<file path="config.mk">
export PLATFORM = sky130hd
export DESIGN_NAME = i2s_simul_dac_fmt
export DESIGN_NICKNAME = d
export VERILOG_FILES = /design/src/rtl/dacfmt_pkg.sv /design/src/rtl/sync_chain.sv /design/src/rtl/i2s_deframer.sv /design/src/rtl/simul_emitter.sv /design/src/rtl/i2s_simul_dac_fmt.sv
export SDC_FILE = /design/constraint.sdc
export NUM_CORES = 1
export LEC_CHECK = 0
export BUFFER_PORTS_ARGS = -buffer_cell sky130_fd_sc_hd__buf_2
export CORE_UTILIZATION = 45
export DETAILED_ROUTE_END_ITERATION = 6
export PLACE_DENSITY_LB_ADDON = 0.12
export SLEW_MARGIN = 20
export SYNTH_ARGS = -nofsm -noshare
export SYNTH_HDL_FRONTEND = slang
export SYNTH_SLANG_ARGS = --single-unit
export TNS_END_PERCENT = 5
</file>
<file path="constraint.sdc">
create_clock -name clk -period 3.84 [get_ports clk]
set_input_delay 0.576 -clock clk [delete_from_list [all_inputs] [get_ports clk]]
set_output_delay 0.576 -clock clk [all_outputs]
set_load 0.01 [all_outputs]
</file>
<file path="src/rtl/dacfmt_pkg.sv">
package dacfmt_pkg;

  typedef enum logic [1:0] {
    EM_IDLE  = 2'd0,
    EM_SHIFT = 2'd1,
    EM_GAP   = 2'd2,
    EM_LATCH = 2'd3
  } emit_state_t;

  // True when the edge count of a closed frame equals the nominal length.
  function automatic logic frame_len_ok(input int unsigned edges,
                                        input int unsigned frame_bits);
    return edges == frame_bits;
  endfunction

  // Saturating increment of the good-frame run counter.
  function automatic int unsigned run_step(input int unsigned run,
                                           input int unsigned limit);
    return (run >= limit) ? limit : run + 1;
  endfunction

  // Bit of a word sent in slot idx, MSB leaving first.
  function automatic logic msb_first_bit(input logic [31:0] word,
                                         input int unsigned width,
                                         input int unsigned idx);
    return word[width - 1 - idx];
  endfunction

endpackage

</file>
<file path="src/rtl/sync_chain.sv">
module sync_chain #(
  parameter int WIDTH  = 3,
  parameter int STAGES = 2
) (
  input  logic             clk,
  input  logic             rst_n,
  input  logic [WIDTH-1:0] d,
  output logic [WIDTH-1:0] q
);

  for (genvar s = 0; s < STAGES; s++) begin : g_stage
    logic [WIDTH-1:0] r;
    if (s == 0) begin : g_first
      always_ff @(posedge clk or negedge rst_n) begin
        if (!rst_n) r <= '0;
        else        r <= d;
      end
    end else begin : g_next
      always_ff @(posedge clk or negedge rst_n) begin
        if (!rst_n) r <= '0;
        else        r <= g_stage[s-1].r;
      end
    end
  end

  assign q = g_stage[STAGES-1].r;

endmodule

</file>
<file path="src/rtl/i2s_deframer.sv">
module i2s_deframer
  import dacfmt_pkg::*;
#(
  parameter int WORD_W    = 16,
  parameter int GOOD_NEED = 2
) (
  input  logic              clk,
  input  logic              rst_n,
  input  logic              bck_s,
  input  logic              ws_s,
  input  logic              sd_s,
  output logic [WORD_W-1:0] pair_l,
  output logic [WORD_W-1:0] pair_r,
  output logic              pair_accept,
  output logic              pair_strobe,
  output logic              frame_fault,
  output logic              sync_lost
);

  localparam int FRAME_BITS = 2 * WORD_W;
  localparam int CW         = $clog2(FRAME_BITS + 2);
  localparam int RW         = $clog2(GOOD_NEED + 1);

  logic              bck_d, ws_last, seen;
  logic [WORD_W-1:0] shreg, left_q;
  logic [CW-1:0]     cnt;
  logic [RW-1:0]     run, run_nxt;
  logic              lost_nxt;

  // Named events for the checker and for readability.
  logic              bck_rise, ws_edge, fall_edge, close_good, close_bad, overrun;
  logic [WORD_W-1:0] word_now;

  assign bck_rise   = bck_s & ~bck_d;
  assign ws_edge    = bck_rise & (ws_s != ws_last);
  assign fall_edge  = ws_edge & ws_last;
  assign word_now   = {shreg[WORD_W-2:0], sd_s};
  assign close_good = fall_edge & seen & frame_len_ok(int'(cnt), FRAME_BITS);
  assign close_bad  = fall_edge & seen & ~frame_len_ok(int'(cnt), FRAME_BITS);
  assign overrun    = bck_rise & ~ws_edge & seen & (cnt == CW'(FRAME_BITS));
  assign frame_fault = close_bad | overrun;

  always_comb begin
    run_nxt = run;
    if (frame_fault)     run_nxt = '0;
    else if (close_good) run_nxt = RW'(run_step(int'(run), GOOD_NEED));
  end

  assign pair_accept = close_good & (run_nxt >= RW'(GOOD_NEED));

  always_comb begin
    lost_nxt = sync_lost;
    if (frame_fault)      lost_nxt = 1'b1;
    else if (pair_accept) lost_nxt = 1'b0;
  end

  always_ff @(posedge clk or negedge rst_n) begin
    if (!rst_n) begin
      bck_d       <= 1'b0;
      ws_last     <= 1'b0;
      seen        <= 1'b0;
      shreg       <= '0;
      left_q      <= '0;
      cnt         <= '0;
      run         <= '0;
      sync_lost   <= 1'b1;
      pair_l      <= '0;
      pair_r      <= '0;
      pair_strobe <= 1'b0;
    end else begin
      bck_d       <= bck_s;
      run         <= run_nxt;
      sync_lost   <= lost_nxt;
      pair_strobe <= pair_accept;
      if (bck_rise) begin
        shreg   <= word_now;
        ws_last <= ws_s;
        if (ws_edge && !ws_last) left_q <= word_now;
        if (fall_edge) begin
          seen <= 1'b1;
          cnt  <= CW'(1);
        end else if (cnt <= CW'(FRAME_BITS)) begin
          cnt <= cnt + 1'b1;
        end
      end
      if (pair_accept) begin
        pair_l <= left_q;
        pair_r <= word_now;
      end
    end
  end

endmodule

</file>
<file path="src/rtl/simul_emitter.sv">
module simul_emitter
  import dacfmt_pkg::*;
#(
  parameter int WORD_W    = 16,
  parameter int LE_CYCLES = 2
) (
  input  logic              clk,
  input  logic              rst_n,
  input  logic              load,
  input  logic              abort,
  input  logic [WORD_W-1:0] word_l,
  input  logic [WORD_W-1:0] word_r,
  output logic              bclk,
  output logic              data_l,
  output logic              data_r,
  output logic              latch,
  output logic              busy
);

  localparam int PW  = $clog2(2 * WORD_W);
  localparam int LCW = $clog2(LE_CYCLES + 1);

  emit_state_t       state;
  logic [PW-1:0]     phase;
  logic [LCW-1:0]    le_cnt;
  logic [WORD_W-1:0] sh_l, sh_r;
  logic              pending, start;
  logic [PW-2:0]     bit_idx;

  assign start   = (state == EM_IDLE) & pending & ~abort;
  assign bit_idx = phase[PW-1:1];

  always_ff @(posedge clk or negedge rst_n) begin
    if (!rst_n) begin
      state   <= EM_IDLE;
      phase   <= '0;
      le_cnt  <= '0;
      sh_l    <= '0;
      sh_r    <= '0;
      pending <= 1'b0;
    end else if (abort) begin
      state   <= EM_IDLE;
      phase   <= '0;
      le_cnt  <= '0;
      pending <= 1'b0;
    end else begin
      if (load && !start)  pending <= 1'b1;
      else if (start)      pending <= 1'b0;
      unique case (state)
        EM_IDLE: if (start) begin
          state <= EM_SHIFT;
          phase <= '0;
          sh_l  <= word_l;
          sh_r  <= word_r;
        end
        EM_SHIFT: begin
          phase <= phase + 1'b1;
          if (phase == PW'(2 * WORD_W - 1)) state <= EM_GAP;
        end
        EM_GAP: begin
          state  <= EM_LATCH;
          le_cnt <= '0;
        end
        EM_LATCH: begin
          le_cnt <= le_cnt + 1'b1;
          if (le_cnt == LCW'(LE_CYCLES - 1)) state <= EM_IDLE;
        end
        default: state <= EM_IDLE;
      endcase
    end
  end

  assign bclk   = (state == EM_SHIFT) & phase[0];
  assign data_l = (state == EM_SHIFT) & msb_first_bit(32'(sh_l), WORD_W, int'(bit_idx));
  assign data_r = (state == EM_SHIFT) & msb_first_bit(32'(sh_r), WORD_W, int'(bit_idx));
  assign latch  = (state == EM_LATCH);
  assign busy   = (state != EM_IDLE);

endmodule

</file>
<file path="src/rtl/i2s_simul_dac_fmt.sv">
module i2s_simul_dac_fmt #(
  parameter int WORD_W      = 16,
  parameter int SYNC_STAGES = 2,
  parameter int GOOD_NEED   = 2,
  parameter int LE_CYCLES   = 2
) (
  input  logic clk,
  input  logic rst_n,
  input  logic i2s_bck,
  input  logic i2s_ws,
  input  logic i2s_sd,
  output logic dac_bclk,
  output logic dac_data_l,
  output logic dac_data_r,
  output logic dac_latch,
  output logic sync_lost
);

  logic [2:0]        raw_in, sync_in;
  logic [WORD_W-1:0] pair_l, pair_r;
  logic              pair_accept, pair_strobe, frame_fault, emit_busy;

  assign raw_in = {i2s_bck, i2s_ws, i2s_sd};

  sync_chain #(.WIDTH(3), .STAGES(SYNC_STAGES)) u_sync (
    .clk(clk), .rst_n(rst_n), .d(raw_in), .q(sync_in)
  );

  i2s_deframer #(.WORD_W(WORD_W), .GOOD_NEED(GOOD_NEED)) u_rx (
    .clk(clk), .rst_n(rst_n),
    .bck_s(sync_in[2]), .ws_s(sync_in[1]), .sd_s(sync_in[0]),
    .pair_l(pair_l), .pair_r(pair_r),
    .pair_accept(pair_accept), .pair_strobe(pair_strobe),
    .frame_fault(frame_fault), .sync_lost(sync_lost)
  );

  simul_emitter #(.WORD_W(WORD_W), .LE_CYCLES(LE_CYCLES)) u_tx (
    .clk(clk), .rst_n(rst_n),
    .load(pair_strobe), .abort(frame_fault),
    .word_l(pair_l), .word_r(pair_r),
    .bclk(dac_bclk), .data_l(dac_data_l), .data_r(dac_data_r),
    .latch(dac_latch), .busy(emit_busy)
  );

endmodule

</file>
==> Word level (Yosys, flattened, before mapping) <==
Cells that the tools add are included.
{ "totals": {"word_cells": 98, "ff_bits": 124, "output_inout_bits": 5, "inputBits": 5} }
{ "op_classes": {"n_bitwise": 20, "muxes": 24, "addsub": 5, "order_cmp": 4, "eq_ne": 10, "reduce_logical": 16} }
{ "ops": {"columns": ["operator", "n"], "rows": [
  ["32-bit by 6-bit less-than comparator with 1-bit output (second input constant)", 1],
  ["2-bit two-way mux", 8],
  ["1-bit bitwise AND", 15],
  ["6-bit two-way mux", 2],
  ["1-bit binary-select mux with 5-bit select", 2],
  ["5-bit two-way mux", 2],
  ["5-bit one-hot mux with 2 select lines", 1],
  ["3-bit by 1-bit != test with 1-bit output (second input constant)", 3],
  ["3-bit nonzero test", 3],
  ["2-bit one-hot mux with 4 select lines", 1],
  ["2-bit AND reduction", 4],
  ["1-bit two-way mux", 7],
  ["6-bit by 1-bit adder with 6-bit output (second input constant)", 1],
  ["6-bit equality test (second input constant)", 1],
  ["6-bit less-or-equal comparator (second input constant)", 1],
  ["3-bit AND reduction", 2],
  ["5-bit by 1-bit adder with 5-bit output (second input constant)", 1],
  ["5-bit equality test (second input constant)", 1],
  ["4-bit by 4-bit subtractor with 5-bit output (first input constant)", 1],
  ["2-bit by 1-bit adder with 2-bit output (second input constant)", 2],
  ["2-bit by 1-bit equality test with 1-bit output (second input constant)", 2],
  ["2-bit equality test (second input constant)", 2],
  ["2-bit >= comparator (second input constant)", 2],
  ["1-bit NOT", 4],
  ["other kinds (7)", 10]
]} }

==> Logic depth before layout (Yosys ltp) <==
Gate-level depths: netlist of run 1.
{ "depth": {"depth_word": 14, "ltp_mapped": 7, "depth_no_buf": 6} }

==> Cells and area by module <==
From an unflattened synthesis of run 1, not the netlist that was laid out.
{ "hier_totals": {"hier_cells": 411, "area_unflattened_um2": 5307.6} }
{ "by_module_without_submodules": {"columns": ["module", "seq_area_each_um2", "area_each_um2", "n_inst", "cells_each"], "rows": [
  ["i2s_deframer", 1903.1, 3060.4, 1, 235],
  ["simul_emitter", 1051.0, 2097.0, 1, 170],
  ["sync_chain", 150.1, 150.1, 1, 6]
]} }

==> Least setup slack after synthesis of run 1 <==
OpenSTA, ideal clock, no wires.
{ "synth_timing": {"path_kind": "reg-to-reg", "start": "reg u_rx.cnt[0]", "end": "reg u_tx.sh_l[10]", "path_slack_ns": 1.844, "period_less_slack_ns": 1.996, "setup_time_ns": 0.125, "path_stages_with_launch": 8, "required_ns": 3.715, "path_buffers": 1, "arrival_ns": 1.871, "cell_sequence": "dfrtp_1 -> inv_1 -> ha_1 -> nor4b_4 -> and2_4 -> o311ai_4 -> buf_2 -> mux2_2"} }
{ "synth_via": {"elab_chain_len": 7, "elab_cells_between_ends": 8, "cone_classes": "eq/ne (1); bitwise (6); reduce/logical (1)"} }
{ "synth_lines": {"columns": ["item", "line", "source"], "rows": [
  ["from (decl)", "i2s_deframer.sv:26", "logic [CW-1:0] cnt;"],
  ["from (signal assigned)", "i2s_deframer.sv:83", "cnt <= cnt + 1'b1;"],
  ["6-bit equality test *", "dacfmt_pkg.sv:13, i2s_deframer.sv:40", null],
  ["1-bit NOT", "i2s_deframer.sv:39", "assign close_bad = fall_edge & seen & ~frame_len_ok(int'(cnt), FRAME_BITS);"],
  ["1-bit bitwise AND", "i2s_deframer.sv:39", null],
  ["1-bit bitwise OR *", "i2s_deframer.sv:41", "assign frame_fault = close_bad | overrun;"],
  ["1-bit NOT (no source line) *", null, null],
  ["1-bit bitwise AND", "simul_emitter.sv:30", "assign start = (state == EM_IDLE) & pending & ~abort;"],
  ["3-bit AND reduction (no source line) *", null, null],
  ["to (signal assigned)", "simul_emitter.sv:53", "sh_l <= word_l;"],
  ["to (decl)", "simul_emitter.sv:26", "logic [WORD_W-1:0] sh_l, sh_r;"]
]} }
Every way passes the cells marked *; elsewhere a longest branch is shown, timed or not.
A chain may end at the register's enable or synchronous reset.

==> Worst setup path after layout of run 1 <==
{ "layout_timing": {"start": "reg u_tx.phase[1]", "end": "out dac_data_r"} }
{ "layout_via": {"elab_chain_len": 4} }
{ "layout_lines": {"columns": ["item", "line", "source"], "rows": [
  ["from (decl)", "simul_emitter.sv:24", "logic [PW-1:0] phase;"],
  ["from (signal assigned)", "simul_emitter.sv:57", "phase <= phase + 1'b1;"],
  ["4-bit by 4-bit subtractor with 5-bit output", "dacfmt_pkg.sv:26", "return word[width - 1 - idx];"],
  ["1-bit binary-select mux with 5-bit select", "dacfmt_pkg.sv:26", null],
  ["1-bit two-way mux (implied by the code)", "dacfmt_pkg.sv:26", null],
  ["1-bit bitwise AND", "simul_emitter.sv:75", "assign data_r = (state == EM_SHIFT) & msb_first_bit(32'(sh_r), WORD_W, int'(bit_idx));"],
  ["to (decl)", "i2s_simul_dac_fmt.sv:14", "output logic dac_data_r,"]
]} }
No other way between the ends. The select of a mux whose other input is x is not followed.

==> impl_metrics.toml, run 1 <==
[yosys]
synth_largest_area_cell = "dfrtp_1"
synthCells = 411
synth_warnings = 0
synth_ff_type = "dfrtp_1"
synth_area_leaders = "dfrtp_1, mux2_2, mux2_4"
ys_seq_elements = 124
synth_edf_count = 0
yosysSeqAreaShare = 0.573
synth_nets = 425
syn_area_per_cell_um2 = 13.2
synth_common_cells = "dfrtp_1, nand2_1, mux2_2"
synth.most_common_cell = "dfrtp_1"
synth_top_area_share = 0.569
yosysUniqueCellTypes = 47
async_flop_share = 1.00
syn_area_um2 = 5410

[clock_network]
cts-buffers-inserted = 17
clockBufferDepth = 2
cts_resized = 0
cts.sinks = 124
clock_latency_ns = 0.41
cts_hold_buf = 0
post-cts-setup-buffers = 0
tritoncts = "yes"
clk_pin_slew_ns = 0.05
cts_max_level = 4
root_buffer = "clkbuf_16"

[status]
failed_checks = "DRC"
outcome = "finished, violations left"

[global_routing]
grt_util_all_layers = 0.171
grt_max_degree = 71
antenna_found_initial = 0
grt-ovfl-total = 0
grt_pass1_wl_um = 16300
grt_pass1_vias = 3306

[floorplan]
die_area_um2 = 12500
start_util = 0.468
fp.dieH_um = 112
die_x_um = 112
core_region_area_um2 = 11600
ios = 10
rows = 39

[setup_path]
crit_type = "flip-flop to output pin"
reg2regPathDepth = 7
arrival_ns = 2.27
start_kind = "flip-flop"
critPathCaptureType = "output pin"
cp_max_fo = 19
rrSetupSlack_ns = 1.31
reg2reg_to = "u_rx.pair_l[15]"
required_ns = 3.26
reg2reg_from = "u_rx.cnt[0]"

[sta]
fmax_mhz = 351
hold_viol = 0
min_period_ns = 2.85
setup-tns-final_ns = 0
tightest_slew_ns = 1.02
period_share = 0.742
rsz0062_at_grt = "no"
maxSlewViolCount = 0
slew_headroom = 0.322
setup_violations = 0
clock_skew_ns = 0.0114
holdWs_ns = 0.273

[detailed_routing]
dr_wl_met3_um = 276
vias = 3126
drtIter0Drc = 202
wl_met2_um = 4530
first_pass_iters = 6
wirelength_um = 9380
ant_nets = 0
routed_via_density = 5.35
wl_met1_um = 4470
wire_per_inst_um = 16.1
drcViolationCount = 1
top_layer = "met4"

[finish]
nNetsFinal = 442
diodes = 0
final_core_util = 0.543
drive_above_1_share = 0.306
area_growth_pct = 16.1

[worst_hold_path]
min_to = "u_sync.g_stage[0].r[2]"
hp-class = "input pin to flip-flop"
min_path_cells = 1
hp-start = "i2s_bck"

[pwr]
p_int_w = 0.00274
p_leak_nw = 3.13
switching_share = 0.214
p_clk_frac = 0.514
max-vdd-ir-drop_v = 0.000372
p_switching_w = 0.000745
comb_power_share = 0.057
p_total_w = 0.00349
pwr-share-seq = 0.429
p_per_area_nw_per_um2 = 555

[place]
io_buffers = 9
gp_congestion = 0.829
place_hpwl_um = 6120

[job]
drv_cap = 0
-- state kept, by name, indices dropped and copies added (netlist names), 5 cells and up --
name / flops
u_rx.left_q: 16
u_rx.pair_l: 16
u_rx.pair_r: 16
u_tx.sh_l: 16
u_tx.sh_r: 16
u_rx.cnt: 6
u_rx.shreg: 15
u_tx.phase: 5
-- placed cells by master, fill, tap and decap left out, types with 6 or more instances in the layout --
cell	instances
nor2_1	11
o21ai_0	6
nand3_1	7
ha_1	9
nor2b_1	6
buf_4	7
inv_1	11
nand2_1	57
mux2_2	51
clkbuf_16	17
mux2_4	28
mux2i_1	19
a21oi_1	8
dfrtp_1	123
buf_2	8
-- worst max-delay path, stage by stage (launching register included) --
cell     delay, ns
dfrtp_1       1.01
mux2i_1       0.24
a22oi_1       0.20
nand4_1       0.11
a21oi_1       0.14
buf_2         0.15
-- power by group through the flow --
| stage | registers, W | logic (W) | clock network (W) |
|---|---|---|---|
| floorplan | 0.00150 | 0.000140 | 0 |
| global placement | 0.00151 | 0.000197 | 0 |
| detailed placement | 0.00152 | 0.000204 | 0 |
| CTS | 0.00150 | 0.000205 | 0.00183 |
| global route | 0.00151 | 0.000228 | 0.00189 |
| finish | 0.00150 | 0.000200 | 0.00179 |
-- final cells by class --
cell class / count / area, um^2
sequential: 124 / 3100
multi-input combinational: 258 / 2170
timing repair buffer: 16 / 113
clock buffer: 22 / 494
fill: 983 / 5280
inverter: 11 / 41.3
clock inverter: 10 / 184
tap: 143 / 179
-- through the flow --
step	area, um^2	std cells	setup slack [ns]
floorplan	5410	411	1.84
global placement	5610	552	1.36
detailed placement	5610	552	1.29
CTS	6280	584	0.932
global route	6280	584	0.770
finish	6280	584	0.990
-- worst max path at each step --
stage                             start              end  slack (ns)  cells past startpoint
after detailed placement    u_rx.cnt[0]  u_rx.pair_l[10]        1.29                      7
after global routing      u_tx.phase[1]       dac_data_r        0.77                      5
after global placement      u_rx.cnt[0]   u_rx.pair_l[9]        1.36                      7
after CTS                 u_tx.phase[1]       dac_data_l        0.93                      5
after floorplan             u_rx.cnt[0]    u_tx.sh_l[10]        1.84                      7
final                     u_tx.phase[1]       dac_data_r        0.99                      5
-- cells by family after synthesis --
logic type,share of synthesized area
flip-flops,0.573
buffers and inverters,0.0259
AND/OR/NAND/NOR,0.101
AO/OA/AOI/OAI,0.0552
multiplexers,0.221
XOR/XNOR,0.00324
adder cells (fa/ha/maj),0.0208
-- routing by layer --
layer,GRT usage,vias up
li1,-,1484
met1,0.221,1598
met2,0.267,38
met3,0.0582,6
met4,0.0676,0
met5,0,-
Note: power is estimated with default switching activity, not from simulation.
==> run 2, diff against run 1 <==
- clock period: 3.84 -> 2.97 ns (I/O delays scaled with it)
==> run 2 against run 1 <==
  * The flow still finishes with violations (DRC)
  * Final cell count up 0.17%
  * Wire length down 0.96%
  * Count of clock-buffer cells in the layout rose by 2
  * Global-route usage decreased by 0.29 points
  * Clock power is 15% higher
  * First-iteration DRC count shrank 19%
  * Via count decreased by 3.0%
  * Power up 22%
  * Utilization fell by 0.49 points
  * Worst hold slack lost 0.23 ns
  * Critical endpoint unchanged
  * Largest cell class unchanged
  * Largest power group unchanged
  * Highest routed layer unchanged
==> impl_metrics.toml, run 2 (synthesis gave the netlist of run 1 again) <==
[detailed_routing]
wire_per_inst_um = 15.9
ant_nets = 0
drtIter0Drc = 164
drcViolationCount = 1
routed_via_density = 5.18
wirelength_um = 9290
first_pass_iters = 6
vias = 3032

[global_routing]
grt_max_degree = 51
grt_pass1_wl_um = 16100
antenna_found_initial = 0
grt_util_all_layers = 0.168
grt-ovfl-total = 0
grt_pass1_vias = 3204

[finish]
final_cells = 585
fin_area_um2 = 6230
area_growth_pct = 15.0
layout_common_cells = "dfrtp_1, nand2_1, mux2_2"
drive_above_1_share = 0.299
layout_commonest_cell = "dfrtp_1"
nNetsFinal = 444
diodes = 0

[clock_network]
root_buffer = "clkbuf_16"
clk_pin_slew_ns = 0.05
tritoncts = "yes"
cts-buffers-inserted = 17
post-cts-setup-buffers = 0
cts_hold_buf = 0
clockBufferDepth = 2
cts_resized = 0
cts.sinks = 124
clock_latency_ns = 0.41
cts_max_level = 4

[sta]
setup-tns-final_ns = 0
setup_violations = 0
hold_viol = 0
min_period_ns = 2.75
period_share = 0.926
rsz0062_at_grt = "no"
tightest_slew_ns = 1.02
setup_ws_ns = 0.220
fmax_mhz = 364
slew_headroom = 0.321
maxSlewViolCount = 0
clock_skew_ns = 0.00822

[setup_path]
arrival_ns = 2.30
start_kind = "flip-flop"
cp_max_fo = 19
required_ns = 2.52
crit_type = "flip-flop to output pin"
slowest_delay_ns = 1.01
cp_top_family = "flip-flops"
critPathCaptureType = "output pin"
reg2reg_from = "u_rx.cnt[0]"
critPathSlowestCell = "dfrtp_1"
path_buf_inv = 1
crit_start = "u_tx.phase[1]"
path_cells = "mux2i_1 -> nand3_1 -> nand4b_1 -> a21oi_1 -> buf_2"

[place]
io_buffers = 9
place_hpwl_um = 6100
place_area_um2 = 5630
dp_slack_ns = 0.612
place.detailed.instances = 554
gp_congestion = 0.745

[floorplan]
core_region_area_um2 = 11600
die_area_um2 = 12500
die_x_um = 112
fp.dieH_um = 112
start_util = 0.468
ios = 10
rows = 39

[pwr]
p_per_area_nw_per_um2 = 683
p_leak_nw = 3.11
max-vdd-ir-drop_v = 0.000403

[worst_hold_path]
hp-class = "input pin to async pin"

[status]
outcome = "finished, violations left"
failed_checks = "DRC"

[job]
drv_cap = 0
-- run 2: cell types whose count changed in the layout (fill, tap and decap cells not counted), sizes merged --
cell | previous run | this run
clkbuf | 22 | 24
buf | 16 | 18
clkinvlp | 2 | 1
bufinv | 5 | 3
-- run 2: stage by stage --
step	power (W)	util	hold slack, ns
5_1_grt	0.00445	0.539	0.0822
6_report	0.00425	0.539	0.0410
4_1_cts	0.00431	0.539	0.0604
3_5_place_dp	0.00223	0.487	0.337
2_1_floorplan	0.00212	-	0.150
3_3_place_gp	0.00222	0.487	0.333
-- run 2: worst reg2reg max path, stage by stage, from the launching register on --
cell       delay, ns
dfrtp_1         0.42
inv_1           0.08
ha_1            0.18
nor4b_4         0.30
and2_4          0.25
o2111ai_4       0.35
buf_12          0.33
mux2_4          0.31
-- run 2: final cells by class --
type | instances | area [um^2]
multi-input combinational | 258 | 2170
tap | 143 | 179
sequential | 124 | 3100
timing repair buffer | 18 | 140
clock inverter | 7 | 113
inverter | 11 | 41.3
fill | 972 | 5340
clock buffer | 24 | 482
-- run 2: path summary, 6_finish.rpt --
kind	endpoint	slack, ns	cells after the start
worst max-delay path	dac_data_r	0.22	5
worst min-delay path	u_tx.sh_l[1]	0.04	1
worst max register to register	u_rx.pair_r[13]	0.63	7
worst min register to register	u_sync.q[1]	0.34	0
max in group asynchronous	u_rx.left_q[13]	2.12	2
min in group clk	u_sync.g_stage[0].r[0]	0.14	1
-- run 2: report_power, final --
group,switching (W),internal [W],leakage [nW],total [W]
registers,0.000115,0.00182,1.68,0.00194
logic,0.000133,0.000129,1.13,0.000262
clock network,0.000679,0.00138,0.290,0.00206
-- run 2: metal layers --
layer / vias up / GRT usage / part of all wire
met4: 0 / 0.0649 / 0.018
met5: - / 0 / 0
met3: 15 / 0.0539 / 0.030
li1: 1475 / - / -
met2: 41 / 0.256 / 0.46
met1: 1501 / 0.225 / 0.50
==> run 3, diff against run 2 <==
- CORE_ASPECT_RATIO: unset -> 0.9
==> run 3 against run 2 <==
  * The run now ends clean
  * Combinational power about the same
  * Non-clock buffer count rose by 1
  * Critical path depth did not move
  * Die area about the same
  * First-iteration DRC count is 8.5% lower
  * Wire length rose by 1.2%
  * Worst hold slack lost 0.015 ns
  * Flip-flop and latch count stayed put
  * Sequential power about the same
  * Critical path type unchanged
  * Largest cell class unchanged
==> impl_metrics.toml, run 3 (synthesis gave the netlist of run 1 again) <==
[setup_path]
start_kind = "flip-flop"
required_ns = 2.52
arrival_ns = 1.97
reg2reg_from = "u_rx.cnt[0]"
crit_type = "flip-flop to output pin"
cp_max_fo = 19
reg2reg_to = "u_rx.pair_l[13]"
crit_start = "u_tx.phase[1]"
rrSetupSlack_ns = 0.60
critPathCaptureType = "output pin"
reg2regPathDepth = 7

[pwr]
p_per_area_nw_per_um2 = 689
p_int_w = 0.00338
p_clk_frac = 0.491
switching_share = 0.218
max-vdd-ir-drop_v = 0.000450
pwr-share-seq = 0.449
p_leak_nw = 3.12
p_switching_w = 0.000941
comb_power_share = 0.060

[detailed_routing]
wirelength_um = 9400
routed_via_density = 5.14
wire_per_inst_um = 15.7
first_pass_iters = 4
ant_nets = 0
drtIter0Drc = 150
drcViolationCount = 0
vias = 3081

[clock_network]
cts.sinks = 124
tritoncts = "yes"
cts_max_level = 4
clk_pin_slew_ns = 0.06
clockBufferDepth = 2
cts_hold_buf = 0
cts-buffers-inserted = 17
clock_latency_ns = 0.41
root_buffer = "clkbuf_16"
post-cts-setup-buffers = 0

[finish]
nNetsFinal = 445
area_growth_pct = 15.7
nFillCells = 998
final_cells = 600
drive_above_1_share = 0.306
final_core_util = 0.541
layout_common_cells = "dfrtp_1, nand2_1, mux2_2"
layout_commonest_cell = "dfrtp_1"
diodes = 0

[global_routing]
grt-ovfl-total = 0
met1_usage = 0.246
grt_util_all_layers = 0.170
antenna_found_initial = 0
gr-max-usage-layer = "met1"
grt_pass1_vias = 3095
grt_pass1_wl_um = 16200
grt_max_degree = 45
use_met2 = 0.233
use_met3 = 0.0499

[sta]
setup_ws_ns = 0.555
slew_headroom = 0.537
period_share = 0.813
setup-tns-final_ns = 0
setup_violations = 0
hold_viol = 0
maxSlewViolCount = 0
rsz0062_at_grt = "no"
fmax_mhz = 414
holdWs_ns = 0.0257
min_period_ns = 2.41
tightest_slew_ns = 0.695
clock_skew_ns = 0.0126

[floorplan]
core_region_area_um2 = 11600
fp.dieH_um = 106
start_util = 0.468
die_area_um2 = 12500
die_x_um = 118
rows = 37
ios = 10

[worst_hold_path]
hp-class = "input pin to async pin"

[job]
drv_cap = 0

[place]
io_buffers = 9
dp_slack_ns = 0.613
gp_congestion = 0.771
place.detailed.instances = 568
place_hpwl_um = 6180

[status]
outcome = "completed"
==> run 3: cell count changes in the layout (fill, tap and decap cells not counted) <==
cell,delta
buf_4,+2
buf_12,-1
clkbuf_1,-1
clkbuf_8,+2
dfrtp_2,+1
dfrtp_1,-1
==> run 3: per-stage QoR <==
step	total power (W)	cell area, um^2
after floorplan	0.00212	5410
after global placement	0.00222	5650
after detailed placement	0.00223	5650
after CTS	0.00437	6260
after global routing	0.00451	6260
final	0.00432	6260
==> run 3: layout make-up <==
cell class / instances / area [um^2] / share of cell area
Sequential cell: 124 / 3110 / 0.496
Multi-Input combinational cell: 258 / 2170 / 0.346
Clock buffer: 25 / 505 / 0.0807
Tap cell: 156 / 195 / 0.0312
Timing Repair Buffer: 19 / 135 / 0.0216
Clock inverter: 7 / 113 / 0.0180
Inverter: 11 / 41.3 / 0.00659
==> run 3: worst max path at each step <==
stage | slack (ns) | endpoint
global route | 0.37 | dac_data_r
finish | 0.56 | dac_data_l
global placement | 0.59 | dac_data_r
detailed placement | 0.61 | u_rx.pair_r[15]
CTS | 0.18 | dac_data_r
floorplan | 0.97 | u_tx.sh_l[10]
==> run 3: what timing repair did <==
| item | 4_1_cts | 5_1_grt |
|---|---|---|
| endpoints found under the setup margin | 0 | 1 |
| resized for setup | 0 | 1 |
| hold endpoints to repair | 0 | 0 |
==> run 3: power by group through the flow <==
stage	combinational (W)	clock [W]	sequential, W
floorplan	0.000181	0	0.00194
global placement	0.000259	0	0.00196
detailed placement	0.000264	0	0.00197
CTS	0.000265	0.00217	0.00194
global route	0.000296	0.00226	0.00196
finish	0.000259	0.00212	0.00194
==> run 3: layer usage <==
metal,routed length [um],vias up,share of wire
li1,-,1482,-
met1,4890,1559,0.52
met5,0,-,0
met2,4140,32,0.44
met3,274,8,0.029
met4,104,0,0.011
==> run 3: worst max-delay path, stage by stage (launching register included) <==
cell and delay [ns]:
dfrtp_2 0.73, mux2i_1 0.20, a22oi_1 0.20, nand4_1 0.12, a21oi_1 0.15, buf_2 0.16
